<file path="config.mk">
export PLATFORM = sky130hd
export DESIGN_NAME = mon_adc_regs
export DESIGN_NICKNAME = d
export VERILOG_FILES = /design/src/rtl/mon_adc_pkg.sv /design/src/rtl/tmr_reg.sv /design/src/rtl/mon_adc_seq.sv /design/src/rtl/mon_adc_result.sv /design/src/rtl/mon_adc_regs.sv
export SDC_FILE = /design/constraint.sdc
export NUM_CORES = 1
export LEC_CHECK = 0
export ABC_AREA = 1
export BUFFER_PORTS_ARGS = -buffer_cell sky130_fd_sc_hd__clkbuf_2
export CORE_MARGIN = 2
export CORE_UTILIZATION = 30
export CTS_CLUSTER_SIZE = 14
export DETAILED_ROUTE_END_ITERATION = 12
export PLACE_DENSITY_LB_ADDON = 0.25
export RECOVER_POWER = 50
export SYNTH_ARGS = -nofsm -noshare
export SYNTH_HDL_FRONTEND = slang
export SYNTH_SLANG_ARGS = --single-unit
</file>
<file path="constraint.sdc">
create_clock -name clk -period 1.7 [get_ports clk]
set_clock_uncertainty 0.2 [all_clocks]
set_input_delay 0.34 -clock clk [delete_from_list [all_inputs] [get_ports clk]]
set_output_delay 0.34 -clock clk [all_outputs]
set_load 0.01 [all_outputs]
</file>
<file path="src/rtl/mon_adc_pkg.sv">
package mon_adc_pkg;
  parameter int DATA_W = 8;
  parameter int ADDR_W = 3;
  parameter int CHAN_W = 3;
  parameter int RES_W  = 12;
  parameter int ID_W   = 24;
  localparam int HI_W  = RES_W - DATA_W;
  localparam int WORD_W = CHAN_W + 2;

  localparam logic [ADDR_W-1:0] A_CTRL = 3'b000;
  localparam logic [ADDR_W-1:0] A_STAT = 3'b001;
  localparam logic [ADDR_W-1:0] A_LOW  = 3'b011;
  localparam logic [ADDR_W-1:0] A_ID0  = 3'b101;
  localparam logic [ADDR_W-1:0] A_ID1  = 3'b110;
  localparam logic [ADDR_W-1:0] A_ID2  = 3'b111;

  localparam int B_MODE  = 3;
  localparam int B_SRST  = 6;
  localparam int B_START = 7;
  localparam int B_ERR   = 6;
  localparam int B_IDLE  = 7;

  typedef struct packed {
    logic              busy;
    logic              mode;
    logic [CHAN_W-1:0] chan;
  } ctrl_word_t;
endpackage

</file>
<file path="src/rtl/tmr_reg.sv">
module tmr_reg #(
  parameter int W = 5,
  parameter logic [W-1:0] RST_VAL = '0
) (
  input  logic         clk,
  input  logic         rst,
  input  logic         we,
  input  logic [W-1:0] d,
  output logic [W-1:0] q,
  output logic         mismatch
);
  logic [W-1:0] q0, q1, q2;
  logic [W-1:0] nxt;

  assign q        = (q0 & q1) | (q1 & q2) | (q0 & q2);
  assign mismatch = (q0 != q1) || (q1 != q2);
  assign nxt      = we ? d : q;

  // every copy is rewritten each cycle, so one flipped copy is scrubbed
  always_ff @(posedge clk) begin
    if (rst) begin
      q0 <= RST_VAL;
      q1 <= RST_VAL;
      q2 <= RST_VAL;
    end else begin
      q0 <= nxt;
      q1 <= nxt;
      q2 <= nxt;
    end
  end
endmodule

</file>
<file path="src/rtl/mon_adc_seq.sv">
module mon_adc_seq
  import mon_adc_pkg::*;
(
  input  logic              clk,
  input  logic              rst,
  input  logic              cfg_we,
  input  logic [CHAN_W-1:0] cfg_chan,
  input  logic              cfg_mode,
  input  logic              start_req,
  input  logic              adc_done,
  output logic [CHAN_W-1:0] chan,
  output logic              mode,
  output logic              busy,
  output logic              mismatch,
  output logic              adc_start,
  output logic              capture
);
  ctrl_word_t cur, nxt;
  logic launch;
  logic [WORD_W-1:0] cur_bits;

  assign cur    = ctrl_word_t'(cur_bits);
  assign launch = start_req && !cur.busy;
  assign capture = adc_done && cur.busy;

  always_comb begin
    nxt = cur;
    if (cfg_we) begin
      nxt.chan = cfg_chan;
      nxt.mode = cfg_mode;
    end
    if (launch)       nxt.busy = 1'b1;
    else if (capture) nxt.busy = 1'b0;
  end

  tmr_reg #(.W(WORD_W), .RST_VAL('0)) u_word (
    .clk      (clk),
    .rst      (rst),
    .we       (cfg_we || launch || capture),
    .d        (nxt),
    .q        (cur_bits),
    .mismatch (mismatch)
  );

  always_ff @(posedge clk) begin
    if (rst) adc_start <= 1'b0;
    else     adc_start <= launch;
  end

  assign chan = cur.chan;
  assign mode = cur.mode;
  assign busy = cur.busy;
endmodule

</file>
<file path="src/rtl/mon_adc_result.sv">
module mon_adc_result
  import mon_adc_pkg::*;
(
  input  logic             clk,
  input  logic             rst,
  input  logic             capture,
  input  logic [RES_W-1:0] adc_result,
  output logic [RES_W-1:0] res_q
);
  always_ff @(posedge clk) begin
    if (rst)          res_q <= '0;
    else if (capture) res_q <= adc_result;
  end
endmodule

</file>
<file path="src/rtl/mon_adc_regs.sv">
module mon_adc_regs
  import mon_adc_pkg::*;
#(
  parameter logic [ID_W-1:0] SERIAL_ID = 24'hA5C31E
) (
  input  logic              clk,
  input  logic              rst,
  input  logic [ADDR_W-1:0] reg_addr,
  input  logic [DATA_W-1:0] reg_wdata,
  input  logic              reg_wr,
  input  logic              reg_rd,
  output logic [DATA_W-1:0] rd_data,
  output logic              adc_start,
  output logic [CHAN_W-1:0] adc_chan,
  output logic              adc_mode,
  input  logic              adc_done,
  input  logic [RES_W-1:0]  adc_result
);
  logic ctrl_sel, soft_rst, int_rst, cfg_we, start_req;
  logic busy, stat_idle, tmr_mismatch, capture, err_q;
  logic [RES_W-1:0]  res_q;
  logic [DATA_W-1:0] rd_mux;
  logic [1:0]        wdata_unused;

  assign wdata_unused = reg_wdata[5:4];
  assign ctrl_sel  = reg_wr && (reg_addr == A_CTRL);
  assign soft_rst  = ctrl_sel && reg_wdata[B_SRST];
  assign int_rst   = rst || soft_rst;
  assign cfg_we    = ctrl_sel && !reg_wdata[B_SRST];
  assign start_req = cfg_we && reg_wdata[B_START];
  assign stat_idle = !busy;

  mon_adc_seq u_seq (
    .clk       (clk),
    .rst       (int_rst),
    .cfg_we    (cfg_we),
    .cfg_chan  (reg_wdata[CHAN_W-1:0]),
    .cfg_mode  (reg_wdata[B_MODE]),
    .start_req (start_req),
    .adc_done  (adc_done),
    .chan      (adc_chan),
    .mode      (adc_mode),
    .busy      (busy),
    .mismatch  (tmr_mismatch),
    .adc_start (adc_start),
    .capture   (capture)
  );

  mon_adc_result u_res (
    .clk        (clk),
    .rst        (int_rst),
    .capture    (capture),
    .adc_result (adc_result),
    .res_q      (res_q)
  );

  always_ff @(posedge clk) begin
    if (int_rst)           err_q <= 1'b0;
    else if (tmr_mismatch) err_q <= 1'b1;
  end

  always_comb begin
    rd_mux = '0;
    case (reg_addr)
      A_CTRL: begin
        rd_mux[CHAN_W-1:0] = adc_chan;
        rd_mux[B_MODE]     = adc_mode;
      end
      A_STAT: begin
        rd_mux[HI_W-1:0] = res_q[RES_W-1:DATA_W];
        rd_mux[B_ERR]    = err_q;
        rd_mux[B_IDLE]   = stat_idle;
      end
      A_LOW: rd_mux = res_q[DATA_W-1:0];
      A_ID0: rd_mux = SERIAL_ID[0*DATA_W +: DATA_W];
      A_ID1: rd_mux = SERIAL_ID[1*DATA_W +: DATA_W];
      A_ID2: rd_mux = SERIAL_ID[2*DATA_W +: DATA_W];
      default: rd_mux = '0;
    endcase
  end

  always_ff @(posedge clk) begin
    if (rst)         rd_data <= '0;
    else if (reg_rd) rd_data <= rd_mux;
  end
endmodule

</file>
-- Yosys cells after proc, flatten, opt, wreduce, memory -nomap -nowiden
Index checks and enable logic that the tools add are counted.
- flip-flop bits (word level): 26
- bits of input ports: 28
- output and inout port bits: 13
- reductions and logical operators: 12
- mux-type cells: 7
- bitwise gates (word level): 3
- equal/unequal tests: 5
- operator list (cell ; count):
    $pmux W4 S6 ; 1
    $or A5 B5 Y5 ; 2
    $eq A3 B3 Y1 const B ; 3
    $pmux W2 S4 ; 1
    $logic_and A1 B1 Y1 ; 6
    $pmux W2 S3 ; 1
    $and A5 B5 Y5 ; 1
    $mux W5 ; 1
    $mux W4 ; 1
    $eq A3 B1 Y1 const B ; 1
    $eq A3 B2 Y1 const B ; 1
    $logic_not A3 Y1 ; 1
    $logic_or A1 B1 Y1 ; 3
    $logic_not A1 Y1 ; 2
    $mux W1 ; 2

-- Logic depth before layout (Yosys ltp)
- word-level depth: 8
- gate-level depth with buffers: 8
- depth with buffers taken out: 7

-- Cells and area by module
Synthesis repeated with hierarchy kept, for this count alone.
- cells, all modules: 222
- area total of the unflattened synthesis: 1398.8 um^2
- by module, submodules not included (module ; cells an instance ; area an instance (um^2) ; instances):
    mon_adc_regs ; 91 ; 584.3 ; 1
    mon_adc_result ; 76 ; 496.7 ; 1
    tmr_reg ; 34 ; 220.2 ; 1
    mon_adc_seq ; 21 ; 97.6 ; 1

-- Worst setup path after synthesis
OpenSTA, ideal clock, no wires.
- kind: input to register
- start: input port reg_addr[2]
- end: register u_res.res_q[11]
- required time: 1.385 ns
- path buffers: 2
- cell stages on the path: 8
- slack: 0.268 ns
- arrival: 1.117 ns
- cell sequence: buf_4 > nor2_8 > nand2_4 > nor2_8 > nand2_4 > nand2_4 > buf_6 > a21oi_2
- word-level cells in the longest chain between the ends: 4
- RTL lines (element ; line ; text):
    start: declaration ; mon_adc_regs.sv:8 ; input logic [ADDR_W-1:0] reg_addr,
    $logic_not A3 Y1 ; mon_adc_regs.sv:26 ; assign ctrl_sel = reg_wr && (reg_addr == A_CTRL);
    $logic_and A1 B1 Y1 ; mon_adc_regs.sv:26 ;
    $logic_and A1 B1 Y1 ; mon_adc_regs.sv:27 ; assign soft_rst = ctrl_sel && reg_wdata[B_SRST];
    $logic_or A1 B1 Y1 ; mon_adc_regs.sv:28 ; assign int_rst = rst || soft_rst;
    end signal: assignment ; mon_adc_result.sv:12 ; else if (capture) res_q <= adc_result;
    end: declaration ; mon_adc_result.sv:8 ; output logic [RES_W-1:0] res_q
Every way passes these cells.
A chain may end at the register's enable or synchronous reset.

-- Final worst setup path
- start: input port reg_addr[1]
- end: register u_seq.u_word.q2[3]
- word-level cells in the longest chain between the ends: 8
- RTL lines (element ; line ; text):
    $logic_not A3 Y1 * ; mon_adc_regs.sv:26 ;
    $logic_and A1 B1 Y1 * ; mon_adc_regs.sv:26 ;
    $logic_and A1 B1 Y1 ; mon_adc_regs.sv:29 ; assign cfg_we = ctrl_sel && !reg_wdata[B_SRST];
    $logic_and A1 B1 Y1 ; mon_adc_regs.sv:30 ; assign start_req = cfg_we && reg_wdata[B_START];
    $logic_and A1 B1 Y1 ; mon_adc_seq.sv:23 ; assign launch = start_req && !cur.busy;
    $logic_or A1 B1 Y1 (2 in series) ; mon_adc_seq.sv:39 ; .we (cfg_we || launch || capture),
    $mux W5 ; tmr_reg.sv:17 ; assign nxt = we ? d : q;
    end signal: assignment ; tmr_reg.sv:28 ; q2 <= nxt;
    end: declaration ; tmr_reg.sv:12 ; logic [W-1:0] q0, q1, q2;
Every way passes the cells marked *; elsewhere a longest branch is shown, timed or not.

==> results.yml <==
floorplan:
  start_util: 0.311
  dieWidth_um: 68.2
  die-area_mm2: 0.00465
  die_y_um: 68.2
  coreArea_mm2: 0.00397
  io_pins: 41
  row_count: 23
timing:
  rsz0062_at_grt: "no"
  worst_pin_slew_ns: 0.410
  relSlewSlack: 0.726
  min_period_over_period: 0.819
  finalMaxSlewViolations: 0
  fin_setup_tns_ns: 0
  hold_viol_final: 0
  fmax_mhz: 718
  setup_violations: 0
  fin_crit_ns: 1.39
  setup_ws_ns: 0.308
synth:
  syn_inst: 163
  yosysWarnings: 0
  synth_area_leaders: "dfxtp_1 (42%), nand2_1 (14%), nand3_1 (11%), a21oi_2 (7.1%), a21oi_1 (5.7%)"
  syn_area_mm2: 0.00123
  syn_avg_cell_area_um2: 7.58
  syn-num-nets: 191
  synth_area_leader_cell: "dfxtp_1"
  synth-seq-cells: 26
  synth.top_cell.area_share: 0.421
  ys_types: 20
  yosysSeqAreaShare: 0.421
pwr:
  power_density_mw_per_mm2: 838
  cellLeakagePower_nw: 0.650
  peakVddDrop_mv: 0.409
placement:
  dp.cells: 247
  port-buffer-count: 38
  dp_slack_ns: 0.149
  dp_hpwl_mm: 2.14
  place_congestion: 0.748
global_route:
  grt_overflow: 0
  grt_pass1_wl_mm: 4.40
  met1_usage: 0.160
  antenna_found_initial: 0
  grt_pass1_vias: 1040
  gr-max-usage-layer: "met2"
  grt_max_degree: 18
  grtUsageMet3: 0.0362
  grt_usage: 0.124
  gr-usage-met2: 0.205
cells_and_area:
  layout-drive-gt1-share: 0.264
  fin_cells: 251
  diodes: 0
  nNetsFinal: 230
  syn2layout_area_growth_pct: 21.3
cts:
  clkLatencyLatePin_ns: 0.27
  cts_buffers: 3
  hold_buffers: 0
  max-clock-path-buffers: 2
  cts_tree: "built"
  clk_pin_slew_ns: 0.09
  cts.repair.resized: 0
  clockRootBuffer: "clkbuf_8"
  clkSinkCount: 26
  htree_levels: 1
  cts_setup_buffers: 0
min_path:
  whs_path_depth: 3
  holdCritPathClass: "in -> reg"
critical_path:
  crit_fanout: 17
  cp.required_ns: 1.64
  start_kind: "input pin"
  r2r_cells: 3
  worstPathArrival_ns: 1.34
  worstSetupEndpoint: "u_seq.u_word.q2[3]"
  rrSetupSlack_ns: 0.50
  path_class: "in -> reg"
  startpoint: "reg_addr[1]"
  r2r-start: "u_seq.u_word.q2[4]"
  cp-end-kind: "flip-flop"
  worstReg2RegEnd: "u_res.res_q[5]"
outcome:
  status: "complete, no violations"
detailed_routing:
  num_vias: 1105
  wl_per_cell_um: 10.7
  viasPerCell: 4.40
  dr.pass1.iters: 4
  drc: 0
  drt-initial-drc-count: 37
  ant_nets: 0
  wl_mm: 2.68
job:
  cap_violations: 0
[layer usage]
metal / share of wire / routed length [µm]
met5: 0 / 0
met2: 0.42 / 1140
met1: 0.52 / 1400
met4: 0.0030 / 8
met3: 0.050 / 135
[final cells by class]
type | instances | area [µm²]
Timing Repair Buffer | 42 | 214
Sequential cell | 26 | 520
Inverter | 12 | 45.0
Tap cell | 50 | 62.6
Fill cell | 455 | 2470
Multi-Input combinational cell | 117 | 584
Clock inverter | 1 | 30.0
Clock buffer | 3 | 41.3
[worst max-delay path, cell delays in order]
cell,delay (ns)
clkbuf_1,0.17
nor2_8,0.16
nand2_4,0.08
nor2_8,0.12
nand2_1,0.09
nand2_2,0.30
a21oi_1,0.07
[through the flow]
| stage | util | total power, mW | cell area (µm²) | hold slack [ns] |
|---|---|---|---|---|
| floorplan | - | 0.720 | 1230 | 0.239 |
| CTS | 0.388 | 1.28 | 1540 | 0.0963 |
| global placement | 0.370 | 0.771 | 1470 | 0.253 |
| detailed placement | 0.370 | 0.771 | 1470 | 0.257 |
| global route | 0.377 | 1.31 | 1500 | 0.0996 |
| finish | 0.377 | 1.25 | 1500 | 0.0966 |
[state kept, by name, indices dropped and copies added (netlist names)]
name and flops:
rd_data 8, u_res.res_q 12, u_seq.adc_start 1, u_seq.u_word.q2 5
[how the worst min path moves through the flow]
stage / start / end / slack, ns
2_1_floorplan: u_res.res_q[10] / u_res.res_q[10] / 0.24
3_3_place_gp: rd_data[3] / rd_data[3] / 0.25
3_5_place_dp: rd_data[0] / rd_data[0] / 0.26
4_1_cts: adc_result[10] / u_res.res_q[10] / 0.1
5_1_grt: adc_result[7] / u_res.res_q[7] / 0.1
6_report: adc_result[3] / u_res.res_q[3] / 0.1
[power breakdown]
part / switching, mW / internal [mW] / total [mW] / leakage [nW]
logic: 0.0766 / 0.0490 / 0.126 / 0.404
clock network: 0.190 / 0.315 / 0.505 / 0.0357
registers: 0.00528 / 0.619 / 0.624 / 0.210
[synth_stat cells, drive strengths merged]
cell    count
nand2      50
nand3      26
nand3b      1
a21oi      24
inv        12
a31oi       1
clkbuf      4
nand4       2
nor2        6
dfxtp      26
o21ai       4
nor3        3
buf         4
[kinds of logic after synthesis]
kind of cell,share of synthesized area
simple gates,0.353
flops,0.421
buf+inv,0.0770
compound gates,0.149
[placed cells by master, fill, tap and decap left out]
master	instances
nor2_8	2
nand3b_1	1
a21oi_2	4
nor2_1	4
inv_2	1
clkbuf_2	36
nand3_1	26
nor3_1	2
nand2_2	1
buf_4	3
o21ai_0	4
dfxtp_1	26
clkbuf_1	3
nor3_2	1
nand4_1	2
nand2_4	1
a21oi_1	20
nand2_1	48
clkbuf_8	3
inv_1	11
bufinv_16	1
a31oi_1	1
Power figures use the tool's default switching activity.
